<file path="config.mk">
export PLATFORM = sky130hd
export DESIGN_NAME = eep_top
export DESIGN_NICKNAME = d
export VERILOG_FILES = /design/src/rtl/eep_pkg.sv /design/src/rtl/eep_bus_sense.sv /design/src/rtl/eep_store.sv /design/src/rtl/eep_wcycle.sv /design/src/rtl/eep_top.sv
export SDC_FILE = /design/constraint.sdc
export NUM_CORES = 2
export LEC_CHECK = 0
export BUFFER_PORTS_ARGS = -buffer_cell sky130_fd_sc_hd__buf_4
export CORE_ASPECT_RATIO = 0.9
export CORE_MARGIN = 2
export CORE_UTILIZATION = 60
export DETAILED_ROUTE_END_ITERATION = 12
export HOLD_SLACK_MARGIN = 0.06
export PLACE_DENSITY = 0.78
export RECOVER_POWER = 50
export SYNTH_ARGS = -nofsm -noshare
export SYNTH_HDL_FRONTEND = slang
export SYNTH_SLANG_ARGS = --single-unit
</file>
<file path="constraint.sdc">
create_clock -name clk -period 10.5 [get_ports clk]
set_clock_uncertainty 0.05 [all_clocks]
set_input_delay 1.05 -clock clk [delete_from_list [all_inputs] [get_ports clk]]
set_output_delay 1.05 -clock clk [all_outputs]
set_load 0.1 [all_outputs]
</file>
<file path="src/rtl/eep_pkg.sv">
package eep_pkg;
  localparam logic [3:0] DEV_TYPE = 4'b1010;
  localparam int PAGE_AW = 4;
  localparam int PAGE_BYTES = 1 << PAGE_AW;

  typedef enum logic [2:0] {
    ST_IDLE,
    ST_RX,
    ST_RX_ACK,
    ST_TX,
    ST_TX_ACK
  } bus_st_t;

  typedef enum logic [1:0] {
    BY_DEV,
    BY_ADDR,
    BY_DATA
  } byte_kind_t;
endpackage

</file>
<file path="src/rtl/eep_bus_sense.sv">
module eep_bus_sense #(
  parameter int SYNC_STAGES = 2
) (
  input  logic clk,
  input  logic rst,
  input  logic scl_i,
  input  logic sda_i,
  output logic scl_rise,
  output logic scl_fall,
  output logic start_det,
  output logic stop_det,
  output logic sda_lvl
);
  logic [SYNC_STAGES-1:0] scl_sync;
  logic [SYNC_STAGES-1:0] sda_sync;
  logic scl_q;
  logic sda_q;
  logic scl_s;
  logic sda_s;

  assign scl_s = scl_sync[SYNC_STAGES-1];
  assign sda_s = sda_sync[SYNC_STAGES-1];

  always_ff @(posedge clk) begin
    if (rst) begin
      scl_sync <= '1;
      sda_sync <= '1;
      scl_q    <= 1'b1;
      sda_q    <= 1'b1;
    end else begin
      scl_sync <= {scl_sync[SYNC_STAGES-2:0], scl_i};
      sda_sync <= {sda_sync[SYNC_STAGES-2:0], sda_i};
      scl_q    <= scl_s;
      sda_q    <= sda_s;
    end
  end

  assign scl_rise  = scl_s & ~scl_q;
  assign scl_fall  = ~scl_s & scl_q;
  assign start_det = scl_s & scl_q & sda_q & ~sda_s;
  assign stop_det  = scl_s & scl_q & ~sda_q & sda_s;
  assign sda_lvl   = sda_s;
endmodule

</file>
<file path="src/rtl/eep_store.sv">
module eep_store #(
  parameter int DEPTH  = 256,
  parameter int ADDR_W = 8
) (
  input  logic              clk,
  input  logic              we,
  input  logic [ADDR_W-1:0] waddr,
  input  logic [7:0]        wdata,
  input  logic [ADDR_W-1:0] raddr,
  output logic [7:0]        rdata
);
  logic [7:0] mem [DEPTH];

  always_ff @(posedge clk) begin
    if (we) mem[waddr] <= wdata;
    rdata <= mem[raddr];
  end
endmodule

</file>
<file path="src/rtl/eep_wcycle.sv">
module eep_wcycle import eep_pkg::*; #(
  parameter int ADDR_W       = 8,
  parameter int WRITE_CYCLES = 250000
) (
  input  logic                      clk,
  input  logic                      rst,
  input  logic                      buf_clr,
  input  logic                      buf_we,
  input  logic [PAGE_AW-1:0]        buf_idx,
  input  logic [7:0]                buf_data,
  input  logic                      page_ld,
  input  logic [ADDR_W-PAGE_AW-1:0] page_in,
  input  logic                      kick,
  output logic                      busy,
  output logic                      mem_we,
  output logic [ADDR_W-1:0]         mem_waddr,
  output logic [7:0]                mem_wdata
);
  localparam int CW = $clog2(WRITE_CYCLES + 1);

  logic [7:0]                pbuf [PAGE_BYTES];
  logic [PAGE_BYTES-1:0]     pvalid;
  logic [ADDR_W-PAGE_AW-1:0] page_q;
  logic [CW-1:0]             tmr;
  logic                      timing;
  logic                      committing;
  logic [PAGE_AW-1:0]        cidx;

  assign busy = timing | committing | mem_we;

  always_ff @(posedge clk) begin
    if (buf_we) pbuf[buf_idx] <= buf_data;
  end

  always_ff @(posedge clk) begin
    if (rst) begin
      pvalid     <= '0;
      timing     <= 1'b0;
      committing <= 1'b0;
      tmr        <= '0;
      cidx       <= '0;
      mem_we     <= 1'b0;
      page_q     <= '0;
      mem_waddr  <= '0;
      mem_wdata  <= '0;
    end else begin
      mem_we <= 1'b0;
      if (buf_clr) pvalid <= '0;
      else if (buf_we) pvalid[buf_idx] <= 1'b1;
      if (page_ld) page_q <= page_in;
      if (kick && !busy) begin
        timing <= 1'b1;
        tmr    <= '0;
      end else if (timing) begin
        if (tmr == CW'(WRITE_CYCLES - 1)) begin
          timing     <= 1'b0;
          committing <= 1'b1;
          cidx       <= '0;
        end else begin
          tmr <= tmr + 1'b1;
        end
      end else if (committing) begin
        mem_we    <= pvalid[cidx];
        mem_waddr <= {page_q, cidx};
        mem_wdata <= pbuf[cidx];
        cidx      <= cidx + 1'b1;
        if (cidx == PAGE_AW'(PAGE_BYTES - 1)) committing <= 1'b0;
      end
    end
  end
endmodule

</file>
<file path="src/rtl/eep_top.sv">
module eep_top import eep_pkg::*; #(
  parameter int MEM_BYTES    = 256,
  parameter int WRITE_CYCLES = 250000,
  parameter int SYNC_STAGES  = 2
) (
  input  logic       clk,
  input  logic       rst,
  input  logic       scl_i,
  input  logic       sda_i,
  input  logic [2:0] ce_i,
  input  logic       wc_i,
  output logic       sda_oe_o
);
  localparam int ADDR_W = $clog2(MEM_BYTES);

  logic scl_rise, scl_fall, bus_start, bus_stop, sda_lvl;
  bus_st_t            st;
  byte_kind_t         kind;
  logic [3:0]         cnt;
  logic [7:0]         sr;
  logic [6:0]         txsr;
  logic [ADDR_W-1:0]  ptr;
  logic               go_read;
  logic               mack;
  logic               wr_pend;
  logic               busy;
  logic [7:0]         rdata;
  logic               buf_clr, buf_we, page_ld, kick;
  logic [PAGE_AW-1:0] buf_idx;
  logic [7:0]         buf_data;
  logic               mem_we;
  logic [ADDR_W-1:0]  mem_waddr;
  logic [7:0]         mem_wdata;

  eep_bus_sense #(.SYNC_STAGES(SYNC_STAGES)) u_sense (
    .clk(clk), .rst(rst), .scl_i(scl_i), .sda_i(sda_i),
    .scl_rise(scl_rise), .scl_fall(scl_fall),
    .start_det(bus_start), .stop_det(bus_stop), .sda_lvl(sda_lvl)
  );

  eep_store #(.DEPTH(MEM_BYTES), .ADDR_W(ADDR_W)) u_store (
    .clk(clk), .we(mem_we), .waddr(mem_waddr), .wdata(mem_wdata),
    .raddr(ptr), .rdata(rdata)
  );

  eep_wcycle #(.ADDR_W(ADDR_W), .WRITE_CYCLES(WRITE_CYCLES)) u_wcyc (
    .clk(clk), .rst(rst),
    .buf_clr(buf_clr), .buf_we(buf_we), .buf_idx(buf_idx), .buf_data(buf_data),
    .page_ld(page_ld), .page_in(ptr[ADDR_W-1:PAGE_AW]), .kick(kick),
    .busy(busy), .mem_we(mem_we), .mem_waddr(mem_waddr), .mem_wdata(mem_wdata)
  );

  always_ff @(posedge clk) begin
    if (rst) begin
      st       <= ST_IDLE;
      kind     <= BY_DEV;
      cnt      <= '0;
      sr       <= '0;
      txsr     <= '0;
      ptr      <= '0;
      go_read  <= 1'b0;
      mack     <= 1'b0;
      wr_pend  <= 1'b0;
      sda_oe_o <= 1'b0;
      buf_clr  <= 1'b0;
      buf_we   <= 1'b0;
      page_ld  <= 1'b0;
      kick     <= 1'b0;
      buf_idx  <= '0;
      buf_data <= '0;
    end else begin
      buf_clr <= 1'b0;
      buf_we  <= 1'b0;
      page_ld <= 1'b0;
      kick    <= 1'b0;
      if (bus_stop) begin
        st       <= ST_IDLE;
        sda_oe_o <= 1'b0;
        kick     <= wr_pend;
        wr_pend  <= 1'b0;
      end else if (bus_start) begin
        st       <= ST_RX;
        kind     <= BY_DEV;
        cnt      <= '0;
        sda_oe_o <= 1'b0;
        wr_pend  <= 1'b0;
      end else begin
        case (st)
          ST_RX: begin
            if (scl_rise && cnt < 4'd8) begin
              sr  <= {sr[6:0], sda_lvl};
              cnt <= cnt + 1'b1;
            end else if (scl_fall && cnt == 4'd8) begin
              cnt <= '0;
              case (kind)
                BY_DEV: begin
                  if (sr[7:1] == {DEV_TYPE, ce_i} && !busy) begin
                    sda_oe_o <= 1'b1;
                    st       <= ST_RX_ACK;
                    go_read  <= sr[0];
                    buf_clr  <= ~sr[0];
                  end else begin
                    st <= ST_IDLE;
                  end
                end
                BY_ADDR: begin
                  ptr      <= sr[ADDR_W-1:0];
                  page_ld  <= 1'b1;
                  sda_oe_o <= 1'b1;
                  st       <= ST_RX_ACK;
                end
                BY_DATA: begin
                  if (wc_i) begin
                    wr_pend <= 1'b0;
                    st      <= ST_IDLE;
                  end else begin
                    buf_we            <= 1'b1;
                    buf_idx           <= ptr[PAGE_AW-1:0];
                    buf_data          <= sr;
                    ptr[PAGE_AW-1:0]  <= ptr[PAGE_AW-1:0] + 1'b1;
                    wr_pend           <= 1'b1;
                    sda_oe_o          <= 1'b1;
                    st                <= ST_RX_ACK;
                  end
                end
                default: st <= ST_IDLE;
              endcase
            end
          end
          ST_RX_ACK: begin
            if (scl_fall) begin
              if (kind == BY_DEV && go_read) begin
                txsr     <= rdata[6:0];
                sda_oe_o <= ~rdata[7];
                ptr      <= ptr + 1'b1;
                cnt      <= '0;
                st       <= ST_TX;
              end else begin
                sda_oe_o <= 1'b0;
                st       <= ST_RX;
                kind     <= (kind == BY_DEV) ? BY_ADDR : BY_DATA;
              end
            end
          end
          ST_TX: begin
            if (scl_fall) begin
              if (cnt == 4'd7) begin
                sda_oe_o <= 1'b0;
                cnt      <= '0;
                mack     <= 1'b0;
                st       <= ST_TX_ACK;
              end else begin
                sda_oe_o <= ~txsr[6];
                txsr     <= {txsr[5:0], 1'b0};
                cnt      <= cnt + 1'b1;
              end
            end
          end
          ST_TX_ACK: begin
            if (scl_rise) begin
              mack <= ~sda_lvl;
            end else if (scl_fall) begin
              if (mack) begin
                txsr     <= rdata[6:0];
                sda_oe_o <= ~rdata[7];
                ptr      <= ptr + 1'b1;
                cnt      <= '0;
                st       <= ST_TX;
              end else begin
                st <= ST_IDLE;
              end
            end
          end
          default: ;
        endcase
      end
    end
  end
endmodule

</file>
==> results.sh <==
export IMPL_grt_max_degree=202
export IMPL_grt_overflow_total=0
export IMPL_path_buf_inv=1
export IMPL_power_density_nw_per_um2=178
export IMPL_dr_pass1_iters=8
export IMPL_report_final_slew_viol_count=1337
export IMPL_io_buffers=8
export IMPL_hold_viol_final=0
export IMPL_synth_largest_area_cell="edfxtp_1"
export IMPL_cts_made_buffers=209
export IMPL_timing_final_ws_setup_ps=3190
export IMPL_place_area_um2=91500
export IMPL_clk_pin_slew_worst_paths_ps=60
export IMPL_io_pins=9
export IMPL_synthTopCellsByCount="edfxtp_1, mux4_2, nor2_1, mux2i_1, nand2_1"
export IMPL_drc_errors=0
export IMPL_clk_path_buf_depth=3
export IMPL_yosys_warnings=0
export IMPL_synth_nets=4611
export IMPL_ir_worst_vdd_v=0.000188
export IMPL_crit_chain="clkbuf_1"
export IMPL_drive_above_1_share=0.186
export IMPL_synthTopCellsByArea="edfxtp_1, mux4_2, dfxtp_1, mux2i_1, nor2_1"
export IMPL_synth_most_common_cell="edfxtp_1"
export IMPL_whs_path_depth=2
export IMPL_post_cts_resized=0
export IMPL_post_route_period_util=0.696
export IMPL_crit_fanout=108
export IMPL_status="finished, violations left"
export IMPL_place_ws_ps=5390
export IMPL_areaGrowthSynthToFinish_pct=9.62
export IMPL_antenna_found_initial=9
export IMPL_cts_hold_buf=0
export IMPL_hp_class="in2reg"
export IMPL_cts_htree_levels=4
export IMPL_multi_input_area_um2=20300
export IMPL_ys_seq_area_frac=0.757
export IMPL_synth_area_um2=89600
export IMPL_async_flop_share=0
export IMPL_cp_top_family="buffers and inverters"
export IMPL_wl_mm=224
export IMPL_path_class="reg2reg"
export IMPL_arrival_ps=7200
export IMPL_die_x_um=411
export IMPL_violations="capacitance limit, slew limit"
export IMPL_cp_end_kind="register"
export IMPL_drtIter0Drc=7678
export IMPL_leakage_nw=29.4
export IMPL_slew_headroom=-2.34
export IMPL_setup_viol=0
export IMPL_finalNonFillerCells=6769
export IMPL_ant_nets=0
export IMPL_fin_setup_tns_ps=0
export IMPL_critPathLaunchType="register"
export IMPL_die_area_um2=152000
export IMPL_ys_types=76
export IMPL_seqCellArea_um2=67900
export IMPL_dp_hpwl_mm=130
export IMPL_track_usage=0.296
export IMPL_route_vias_total=47169
export IMPL_fillers=9205
export IMPL_diodes=0
export IMPL_required_ps=10380
export IMPL_worst_pin_slew_ps=5000
export IMPL_design_area_um2=98200
export IMPL_synth_avg_cell_area_um2=19.5
export IMPL_netlist_instances=4598
export IMPL_fin_util=0.663
export IMPL_grt_pass1_vias=45692
export IMPL_cts_tree="done"
export IMPL_place_gp_congestion=0.891
export IMPL_crit_cells=1
export IMPL_max_cap_violations=21
export IMPL_fin_nets=4632
export IMPL_post_cts_buffers=0
export IMPL_dieHeight_um=371
export IMPL_synth_edf_count=2176
export IMPL_cts_root_buf="clkbuf_16"
export IMPL_slowest_delay_ps=3440
export IMPL_core_um2=148000
export IMPL_grt_pass1_wl_mm=323
export IMPL_clk_latency_ps=860
export IMPL_viasPerCell=6.97
export IMPL_r2r_cells=1
export IMPL_grt_setup_unrepaired="false"
export IMPL_dp_cells=6380
export IMPL_ys_flop_type="edfxtp_1"
export IMPL_worst_path_max_delay_cell="clkbuf_1"
export IMPL_rows=134
export IMPL_min_period_ps=7310
export IMPL_synth_top_cell_area_share=0.729
export IMPL_wl_per_cell_um=33.1
export IMPL_clock_sinks=2303
export IMPL_synth_seq_cells=2303
export IMPL_fmax_mhz=137
export IMPL_start_util=0.605
==> worst paths after layout <==
check	start	endpoint	slack, ps
max	u_wcyc.mem_wdata[0]$_SDFFE_PP0P_	u_store.mem[236][0]$_DFFE_PP_	3190
min	scl_i	u_sense.scl_sync[0]$_SDFF_PP1_	340
max reg2reg	u_wcyc.mem_wdata[0]$_SDFFE_PP0P_	u_store.mem[236][0]$_DFFE_PP_	3190
min reg2reg	u_sense.scl_sync[0]$_SDFF_PP1_	u_sense.scl_sync[1]$_SDFF_PP1_	370
==> flip-flops by register name (all words and copies together) (netlist names), 3 cells and up <==
name and flops:
sr 8, u_wcyc.mem_wdata 8, u_wcyc.page_q 4, u_wcyc.mem_waddr 8
txsr 7, buf_data 8, u_wcyc.tmr 18, st 3
u_store.rdata 8, cnt 4, u_wcyc.pvalid 16, buf_idx 4
u_wcyc.cidx 4, u_wcyc.pbuf 128, ptr 8, u_store.mem 2048
==> power breakdown <==
part | leakage (nW) | switching (mW) | total (mW) | internal, mW
sequential | 20.9 | 0.00249 | 9.89 | 9.89
combinational | 5.21 | 0.0129 | 0.0187 | 0.00583
clock | 3.32 | 3.32 | 7.60 | 4.28
total | 29.4 | 3.34 | 17.5 | 14.2
==> area by class of cell <==
class / count / area share
Sequential cell: 2303 / 0.691
Tap cell: 1972 / 0.0251
Inverter: 9 / 0.000369
Timing Repair Buffer: 88 / 0.00762
Multi-Input combinational cell: 2008 / 0.207
Clock buffer: 259 / 0.0567
Clock inverter: 130 / 0.0124
==> metrics by stage <==
stage                     hold slack [ps]  total power, mW
after floorplan                       339             10.1
after global placement                353             10.1
after detailed placement              350             10.1
after CTS                             304             17.5
after global routing                  319             17.9
final                                 337             17.5
==> cell usage in the layout (no fill, tap or decap), drive strengths merged, types with 8 or more instances in the layout <==
master	count
buf	78
o21ai	61
o22a	11
nor2	341
a21oi	131
nor3b	10
xor2	14
o21a	18
dfxtp	127
inv	16
a22oi	126
nand3b	9
nand2	187
o221ai	16
mux2i	213
a221oi	50
mux4	474
bufinv	21
nor3	27
mux2	14
nand4	13
and3	8
clkbuf	269
a311oi	11
and2	11
o22ai	15
nor2b	31
a211oi	30
clkinv	98
nand2b	23
nand3	60
edfxtp	2176
==> cell families (layout without fill, tap and decap cells) <==
kind of cell	count (synthesis)	after routing	synth area share
multiplexers	701	701	0.145
AND/OR/NAND/NOR	753	753	0.0375
buffers and inverters	287	486	0.0167
XOR/XNOR	21	21	0.00205
AO/OA/AOI/OAI	528	528	0.0404
flip-flops	2303	2303	0.757
adder cells (fa/ha/maj)	5	5	0.000698
==> metal layers <==
layer | up-vias | routed length (um) | track usage
li1 | 18846 | - | -
met1 | 24326 | 80800 | 0.419
met2 | 3483 | 105000 | 0.447
met3 | 506 | 30300 | 0.0848
met4 | 8 | 8560 | 0.104
met5 | - | 53 | 0
Note: power is estimated with default switching activity, not from simulation.
